File: src/rtl/jtp_pkg.sv
`timescale 1ns/1ps
package jtp_pkg;

  typedef enum logic [3:0] {
    ST_RESET, ST_IDLE,
    ST_SEL_DR, ST_CAP_DR, ST_SH_DR, ST_EX1_DR, ST_PAU_DR, ST_EX2_DR, ST_UPD_DR,
    ST_SEL_IR, ST_CAP_IR, ST_SH_IR, ST_EX1_IR, ST_PAU_IR, ST_EX2_IR, ST_UPD_IR
  } tap_st_e;

  localparam int IR_W = 3;

  localparam logic [IR_W-1:0] OP_EXTEST = 3'b000;
  localparam logic [IR_W-1:0] OP_IDCODE = 3'b001;
  localparam logic [IR_W-1:0] OP_SAMPZ  = 3'b010;
  localparam logic [IR_W-1:0] OP_SAMPLE = 3'b100;
  localparam logic [IR_W-1:0] OP_BYPASS = 3'b111;
  localparam logic [IR_W-1:0] IR_CAP_PAT = 3'b001;

  typedef enum logic [1:0] { SEL_BYP, SEL_ID, SEL_BSR } dr_sel_e;

  function automatic dr_sel_e dr_select(input logic [IR_W-1:0] op);
    case (op)
      OP_IDCODE:                      return SEL_ID;
      OP_EXTEST, OP_SAMPZ, OP_SAMPLE: return SEL_BSR;
      default:                        return SEL_BYP;
    endcase
  endfunction

  function automatic logic forces_hiz(input logic [IR_W-1:0] op);
    return (op == OP_EXTEST) || (op == OP_SAMPZ);
  endfunction

endpackage

File: src/rtl/jtp_fsm.sv
`timescale 1ns/1ps
module jtp_fsm
  import jtp_pkg::*;
(
  input  logic    tck,
  input  logic    rst,
  input  logic    tms,
  output tap_st_e state_q,
  output tap_st_e state_n
);

  always_comb begin
    case (state_q)
      ST_RESET:  state_n = tms ? ST_RESET  : ST_IDLE;
      ST_IDLE:   state_n = tms ? ST_SEL_DR : ST_IDLE;
      ST_SEL_DR: state_n = tms ? ST_SEL_IR : ST_CAP_DR;
      ST_CAP_DR: state_n = tms ? ST_EX1_DR : ST_SH_DR;
      ST_SH_DR:  state_n = tms ? ST_EX1_DR : ST_SH_DR;
      ST_EX1_DR: state_n = tms ? ST_UPD_DR : ST_PAU_DR;
      ST_PAU_DR: state_n = tms ? ST_EX2_DR : ST_PAU_DR;
      ST_EX2_DR: state_n = tms ? ST_UPD_DR : ST_SH_DR;
      ST_UPD_DR: state_n = tms ? ST_SEL_DR : ST_IDLE;
      ST_SEL_IR: state_n = tms ? ST_RESET  : ST_CAP_IR;
      ST_CAP_IR: state_n = tms ? ST_EX1_IR : ST_SH_IR;
      ST_SH_IR:  state_n = tms ? ST_EX1_IR : ST_SH_IR;
      ST_EX1_IR: state_n = tms ? ST_UPD_IR : ST_PAU_IR;
      ST_PAU_IR: state_n = tms ? ST_EX2_IR : ST_PAU_IR;
      ST_EX2_IR: state_n = tms ? ST_UPD_IR : ST_SH_IR;
      ST_UPD_IR: state_n = tms ? ST_SEL_DR : ST_IDLE;
      default:   state_n = ST_RESET;
    endcase
  end

  always_ff @(posedge tck) begin
    if (rst) state_q <= ST_RESET;
    else     state_q <= state_n;
  end

endmodule

File: src/rtl/jtp_shreg.sv
`timescale 1ns/1ps
module jtp_shreg #(
  parameter int W = 8
) (
  input  logic         tck,
  input  logic         rst,
  input  logic         cap,
  input  logic [W-1:0] cap_val,
  input  logic         sh,
  input  logic         tdi,
  output logic [W-1:0] q
);

  generate
    if (W == 1) begin : g_one
      always_ff @(posedge tck) begin
        if (rst)      q <= '0;
        else if (cap) q <= cap_val;
        else if (sh)  q <= tdi;
      end
    end else begin : g_multi
      always_ff @(posedge tck) begin
        if (rst)      q <= '0;
        else if (cap) q <= cap_val;
        else if (sh)  q <= {tdi, q[W-1:1]};
      end
    end
  endgenerate

endmodule

File: src/rtl/jtp_ir.sv
`timescale 1ns/1ps
module jtp_ir
  import jtp_pkg::*;
(
  input  logic            tck,
  input  logic            rst,
  input  logic            tdi,
  input  tap_st_e         state_q,
  input  tap_st_e         state_n,
  output logic [IR_W-1:0] ir_sh,
  output logic [IR_W-1:0] ir_cur
);

  jtp_shreg #(.W(IR_W)) u_sh (
    .tck     (tck),
    .rst     (rst),
    .cap     (state_q == ST_CAP_IR),
    .cap_val (IR_CAP_PAT),
    .sh      (state_q == ST_SH_IR),
    .tdi     (tdi),
    .q       (ir_sh)
  );

  always_ff @(posedge tck) begin
    if (rst || state_n == ST_RESET) ir_cur <= OP_IDCODE;
    else if (state_q == ST_UPD_IR)  ir_cur <= ir_sh;
  end

endmodule

File: src/rtl/jtp_dr.sv
`timescale 1ns/1ps
module jtp_dr
  import jtp_pkg::*;
#(
  parameter int          ID_W     = 32,
  parameter int          BSR_W    = 69,
  parameter logic [ID_W-1:0] ID_VALUE = 32'h1B30_5A4F
) (
  input  logic             tck,
  input  logic             rst,
  input  logic             tdi,
  input  tap_st_e          state_q,
  input  logic [IR_W-1:0]  ir_cur,
  input  logic [BSR_W-1:0] ring_snap,
  output logic             dr_lsb
);

  dr_sel_e          sel;
  logic             cap_any, sh_any;
  logic [0:0]       byp_q;
  logic [ID_W-1:0]  id_q;
  logic [BSR_W-1:0] bsr_q;

  assign sel     = dr_select(ir_cur);
  assign cap_any = (state_q == ST_CAP_DR);
  assign sh_any  = (state_q == ST_SH_DR);

  jtp_shreg #(.W(1)) u_byp (
    .tck(tck), .rst(rst),
    .cap(cap_any && sel == SEL_BYP), .cap_val(1'b0),
    .sh(sh_any && sel == SEL_BYP), .tdi(tdi), .q(byp_q)
  );

  jtp_shreg #(.W(ID_W)) u_id (
    .tck(tck), .rst(rst),
    .cap(cap_any && sel == SEL_ID), .cap_val(ID_VALUE),
    .sh(sh_any && sel == SEL_ID), .tdi(tdi), .q(id_q)
  );

  jtp_shreg #(.W(BSR_W)) u_bsr (
    .tck(tck), .rst(rst),
    .cap(cap_any && sel == SEL_BSR), .cap_val(ring_snap),
    .sh(sh_any && sel == SEL_BSR), .tdi(tdi), .q(bsr_q)
  );

  always_comb begin
    case (sel)
      SEL_ID:  dr_lsb = id_q[0];
      SEL_BSR: dr_lsb = bsr_q[0];
      default: dr_lsb = byp_q[0];
    endcase
  end

endmodule

File: src/rtl/jtp_top.sv
`timescale 1ns/1ps
module jtp_top
  import jtp_pkg::*;
#(
  parameter int              ID_W     = 32,
  parameter int              BSR_W    = 69,
  parameter logic [ID_W-1:0] ID_VALUE = 32'h1B30_5A4F
) (
  input  logic             tck,
  input  logic             rst,
  input  logic             tms,
  input  logic             tdi,
  input  logic [BSR_W-1:0] ring_snap,
  output logic             tdo,
  output logic             tdo_oe,
  output logic             out_hiz
);

  tap_st_e         st_q, st_n;
  logic [IR_W-1:0] ir_sh, ir_cur;
  logic            dr_lsb;

  jtp_fsm u_fsm (
    .tck(tck), .rst(rst), .tms(tms), .state_q(st_q), .state_n(st_n)
  );

  jtp_ir u_ir (
    .tck(tck), .rst(rst), .tdi(tdi), .state_q(st_q), .state_n(st_n),
    .ir_sh(ir_sh), .ir_cur(ir_cur)
  );

  jtp_dr #(.ID_W(ID_W), .BSR_W(BSR_W), .ID_VALUE(ID_VALUE)) u_dr (
    .tck(tck), .rst(rst), .tdi(tdi), .state_q(st_q), .ir_cur(ir_cur),
    .ring_snap(ring_snap), .dr_lsb(dr_lsb)
  );

  // Output-disable: loaded from the pending instruction when leaving Update-IR.
  always_ff @(posedge tck) begin
    if (rst || st_n == ST_RESET) out_hiz <= 1'b0;
    else if (st_q == ST_UPD_IR)  out_hiz <= forces_hiz(ir_sh);
  end

  // Serial output launched on the falling edge.
  always_ff @(negedge tck) begin
    if (rst) begin
      tdo    <= 1'b0;
      tdo_oe <= 1'b0;
    end else begin
      tdo_oe <= (st_q == ST_SH_DR) || (st_q == ST_SH_IR);
      tdo    <= (st_q == ST_SH_IR) ? ir_sh[0] : dr_lsb;
    end
  end

endmodule

File: config.mk
export PLATFORM = sky130hd
export DESIGN_NAME = jtp_top
export DESIGN_NICKNAME = d
export VERILOG_FILES = /design/src/rtl/jtp_pkg.sv /design/src/rtl/jtp_fsm.sv /design/src/rtl/jtp_shreg.sv /design/src/rtl/jtp_ir.sv /design/src/rtl/jtp_dr.sv /design/src/rtl/jtp_top.sv
export SDC_FILE = /design/constraint.sdc
export NUM_CORES = 1
export LEC_CHECK = 0
export BUFFER_PORTS_ARGS = -buffer_cell sky130_fd_sc_hd__clkbuf_2
export CAP_MARGIN = 20
export CELL_PAD_IN_SITES_DETAIL_PLACEMENT = 0
export CELL_PAD_IN_SITES_GLOBAL_PLACEMENT = 1
export CORE_ASPECT_RATIO = 0.5
export CORE_UTILIZATION = 40
export DETAILED_ROUTE_END_ITERATION = 16
export PLACE_DENSITY_LB_ADDON = 0.1
export SLEW_MARGIN = 10
export SYNTH_ARGS = -nofsm -noshare
export SYNTH_HDL_FRONTEND = slang
export SYNTH_SLANG_ARGS = --single-unit
File: constraint.sdc
create_clock -name tck -period 6.07 [get_ports tck]
set_input_delay 1.821 -clock tck [delete_from_list [all_inputs] [get_ports tck]]
set_output_delay 1.821 -clock tck [all_outputs]
set_load 0.01 [all_outputs]
Yosys cells after proc, flatten, opt, wreduce, memory -nomap -nowiden
Cells that the tools add are included.
- flip-flop bits (word level): 115
- latch bits: 0
- bits in writable memories: 0
- ROM bits: 0
- input port bits: 73
- output and inout port bits: 3
- logic and storage cells: 78
- memories kept: 0
- add/sub/neg operators: 0
- $mul: 0
- divide/modulo/power cells: 0
- $lt $le $gt $ge: 0
- eq/ne operators: 21
- shift operators: 0
- multiplexer cells: 22
- bitwise logic cells: 0
- reductions and logical operators: 24
- operators with widths (operator ; count):
    69-bit two-way mux ; 2
    29-bit two-way mux ; 2
    4-bit case mux with 12 select lines ; 1
    4-bit equality test, second input constant ; 8
    4-bit by 3-bit equality test with 1-bit output, second input constant ; 4
    4-bit two-way mux ; 4
    2-bit OR reduction ; 5
    4-bit by 2-bit equality test with 1-bit output, second input constant ; 2
    4-bit logical NOT ; 2
    3-bit by 2-bit equality test with 1-bit output, second input constant ; 2
    1-bit logical AND ; 6
    3-bit logical NOT ; 2
    1-bit two-way mux ; 6
    2-bit two-way mux ; 3
    3-bit two-way mux ; 2
    2-bit nonzero test ; 3
    3-bit OR reduction ; 2
    4-bit by 1-bit equality test with 1-bit output, second input constant ; 1
    2-bit case mux with 2 select lines ; 1
    3-bit by 1-bit equality test with 1-bit output, second input constant ; 1
    3-bit equality test, second input constant ; 1
    1-bit logical OR ; 3
    2-bit by 1-bit equality test with 1-bit output, second input constant ; 1
    2-bit equality test, second input constant ; 1
    other kinds (2) ; 2

Depth between registers and ports, before layout
- depth in word-level cells: 7
- depth in mapped cells: 9
- depth with buffers taken out: 7

Hierarchy
Synthesis repeated with hierarchy kept, for this count alone.
- cells, all modules: 561
- area total of the unflattened synthesis: 5688.0 um2
- modules (own cells, without submodules) (module ; times used ; cells an instance ; area each (um2) ; seq. area each (um2)):
    jtp_shreg (u_dr.u_bsr) ; 1 ; 307 ; 3204.3 ; 1381.3
    jtp_shreg (u_dr.u_id) ; 1 ; 142 ; 1510.2 ; 640.6
    jtp_fsm ; 1 ; 42 ; 326.6 ; 80.1
    jtp_ir ; 1 ; 18 ; 171.4 ; 60.1
    jtp_dr ; 1 ; 20 ; 151.4 ; 0.0
    jtp_top ; 1 ; 14 ; 136.4 ; 60.1
    jtp_shreg (u_ir.u_sh) ; 1 ; 13 ; 135.1 ; 60.1
    jtp_shreg (u_dr.u_byp) ; 1 ; 5 ; 52.6 ; 20.0

==> flow_results.org <==
** Route
- Via count of the routed design :: 3843
- Detailed-route wire length :: 10.9 mm
- Number of routed nets with antenna violations :: 0
- Average vias per placed instance :: 5.49
- Drt first pass iters :: 4
- After the first detailed-routing iteration, the DRC count stood at 260.
- For this run, design rule violations remaining after detail routing come to 0.
- Wirelength per Cell :: 15.6 microns

** GRT
- Largest net degree at the start of global routing :: 70
- Vias in the first global route :: 3637
- The first global-routing pass estimated 18.5 mm of wire.
- Remaining Overflow, GRT :: 0
- Aggregate global-route resource usage :: 19.6%
- Initial antenna violation count :: 0

** Placement
- Post-detailed-placement half-perimeter wirelength :: 6.37 mm
- Place WS :: 0.805 ns
- IO buf count :: 75
- Routability-driven placement finished with a final weighted congestion of 0.710.

** Setup path
- The largest single stage delay on the critical path is 0.30 ns.
- Ordered list of cells on the worst path :: clkbuf_2
- Delay-heaviest family, CP :: flip-flops
- Number of buffers and inverters on the critical path :: 1
- At the worst endpoint, the required time is 4.25 ns.
- Type of destination of the critical path :: primary output
- Reg-to-reg slack, setup :: 1.27 ns
- Critical-path maximum fanout :: 1
- The worst setup path is launched from a flop.
- R2r startpoint :: u_ir.ir_cur[0]
- Critical path class :: reg -> out
- Measured in cells, the most critical reg-to-reg path has a length of 6.
- Worst path slowest cell :: dfxtp_1
- For the worst setup path, the data arrival time is 3.88 ns.
- Worst reg2reg endpoint :: tdo

** Timing
- Setup repair after global routing missed its margin :: false
- Worst slew margin :: 35.8%
- Worst Setup Slack, final :: 0.368 ns
- Maximum clock skew at final layout :: 0.0255 ns
- Setup violations remaining at the end of the flow were counted as 0.
- For the final routed database, the setup TNS stands at 0 ns.
- Worst Max-Slew Pin Slew :: 0.962 ns
- Count of final hold-check violations :: 0
- Final Slew Violations :: 0

** Synthesis
- Seq/Total Area, Yosys :: 50.2%
- In this run, synthesis produced a sequential element count of 115.
- Post-synth cell types :: 46
- In the synthesized netlist the dominant register cell turns out to be dfxtp_1.
- Ys Warns :: 0
- Number of flops mapped to enable cells by yosys :: 0
- Counting every net in the synthesized netlist gives 567.
- In the synthesized netlist, the number of instances is 491.
- Netlist area before placement :: 4580 sq um
- Average instance area after synthesis :: 9.33 sq um
- After synthesis, the share of flip-flops with an asynchronous set or reset is 0%.

** Clock tree
- Worst skew pair latency :: 0.43 ns
- Reg clk slew, reported paths :: 0.05 ns
- Clock tree from TritonCTS :: done
- Cell at the root of the clock tree :: clkbuf_16
- Post-CTS setup-driven buffer insertion count :: 0
- Hold buffer count at cts :: 0
- Gates resized during post-CTS repair numbered 0.
- No sink is reached through more buffers than the 2 on the longest clock path.
- CTS H-Tree Depth :: 4
- Clock tree synthesis inserted a total of 17 buffers.
- Number of sinks on the clock net :: 115

** Finish
- The number of antenna diodes in the final layout is 0.
- Share of cells above drive strength 1 :: 21.8%
- Net total in the final layout :: 619
- At the end of the flow the core is filled with cells to 50.0%.
- The area growth from synthesis to layout is 20.8%.

** Power and ir drop
- Static Leakage :: 1.95 nW
- Peak supply drop :: 0.000145 V
- Power density cells :: 317 nW/um^2

** Run status
- Status :: finished, final reports clean

** Floorplanning
- 76 I/O pins were placed.
- Once the floorplan was initialized, standard cells occupied 41.4% of the core.
- Core Region :: 11100 sq um
- Die outline width :: 153 microns
- Num rows :: 27
- The die is 77.7 microns tall.
- The floorplan step defined a die boundary enclosing 11900 sq um.

** Hold path
- The startpoint identified for the worst hold timing path is u_dr.u_id.q[14].
- End point of the worst hold path :: u_dr.u_id.q[13]
- The tightest min-delay check is of the reg -> reg type.
- The worst hold path passes through 2 cells.

** Flow run
- Max-cap violations in this run came to 0.
registers in the layout (all words and copies together), names as in the netlist:
register / cells
out_hiz: 1
u_dr.u_byp.q: 1
tdo: 1
u_ir.u_sh.q: 3
u_ir.ir_cur: 3
u_dr.u_bsr.q: 69
u_fsm.state_q: 4
tdo_oe: 1
u_dr.u_id.q: 32
synth_stat cells, types with 3 or more instances:
cell type    n  area (sq um)
dfxtp_1    115          2300
nand2_1     76           285
inv_1        6          22.5
nand3_1      3          15.0
clkbuf_1    21          78.8
o22ai_1     69           432
a21oi_1     24           120
buf_2       18          90.1
buf_4        6          45.0
o2bb2ai_1   68           596
buf_1        4          15.0
nor2_1      12          45.0
a31oi_1     19           119
ha_1         3          37.5
o21ai_0      8          40.0
metal layers:
layer / wire, microns / track usage [%]
met5: 0 / 0
met2: 4600 / 28.1
met4: 89 / 5.40
met3: 497 / 6.98
met1: 5760 / 27.6
worst max-delay path by stage:
stage | from | end | slack, ns | cells after the start
final | tdo | tdo | 0.37 | 1
after global routing | tdo_oe | tdo_oe | 0.33 | 1
after floorplan | rst | tdo | 0.44 | 3
after CTS | tdo_oe | tdo_oe | 0.35 | 1
after detailed placement | tdo_oe | tdo_oe | 0.81 | 1
after global placement | tdo_oe | tdo_oe | 0.81 | 1
cells in the final DEF (no fill, tap or decap), types with 5 or more instances in the layout:
cell type	synthesis	final
o2bb2ai_1	68	68
inv_1	6	7
a21oi_1	24	24
dfxtp_1	115	115
nand2_1	76	76
clkbuf_16	0	17
clkbuf_2	0	75
nor2_1	12	12
o22ai_1	69	69
a31oi_1	19	19
o21ai_0	8	8
clkinv_2	0	7
buf_4	6	5
through the flow:
stage | area [sq um] | std cells | power (mW) | hold slack (ns)
floorplan | 4580 | 491 | 0.821 | 0.431
CTS | 5520 | 699 | 1.78 | 0.455
global placement | 4950 | 666 | 0.853 | 0.444
finish | 5540 | 700 | 1.76 | 0.452
detailed placement | 4970 | 667 | 0.853 | 0.448
global route | 5540 | 700 | 1.82 | 0.473
logic make-up after synthesis:
| family | share of synthesized area (%) |
|---|---|
| AOI/OAI and AO/OA | 31.3 |
| DFF | 50.2 |
| adders and majority gates | 0.819 |
| and+or+nand+nor | 11.7 |
| xor gates and xnor gates | 0.191 |
| buffers and inverters | 5.81 |
worst register-to-register path, cell delays in order (launching register included):
cell      delay (ns)
dfxtp_1         0.34
or3b_2          0.49
ha_1            0.30
a22oi_1         0.21
a221oi_1        0.10
a31oi_1         0.19
nor2_1          0.05
area by class of cell:
class	count	area [sq um]
clock buffers	20	457
flip-flops and latches	115	2300
inverters	6	22.5
multi-input cells	319	2030
repair buffers	82	448
well taps	145	181
clock inverters	13	95.1
fillers	1079	5550
where the power goes:
group,switching (mW),internal [mW],leakage (nW),total (mW)
clock,0.345,0.577,0.278,0.922
sequential,0.00957,0.760,0.927,0.770
combinational,0.0361,0.0281,0.742,0.0642
total,0.391,1.36,1.95,1.76
Note: power is estimated with default switching activity, not from simulation.
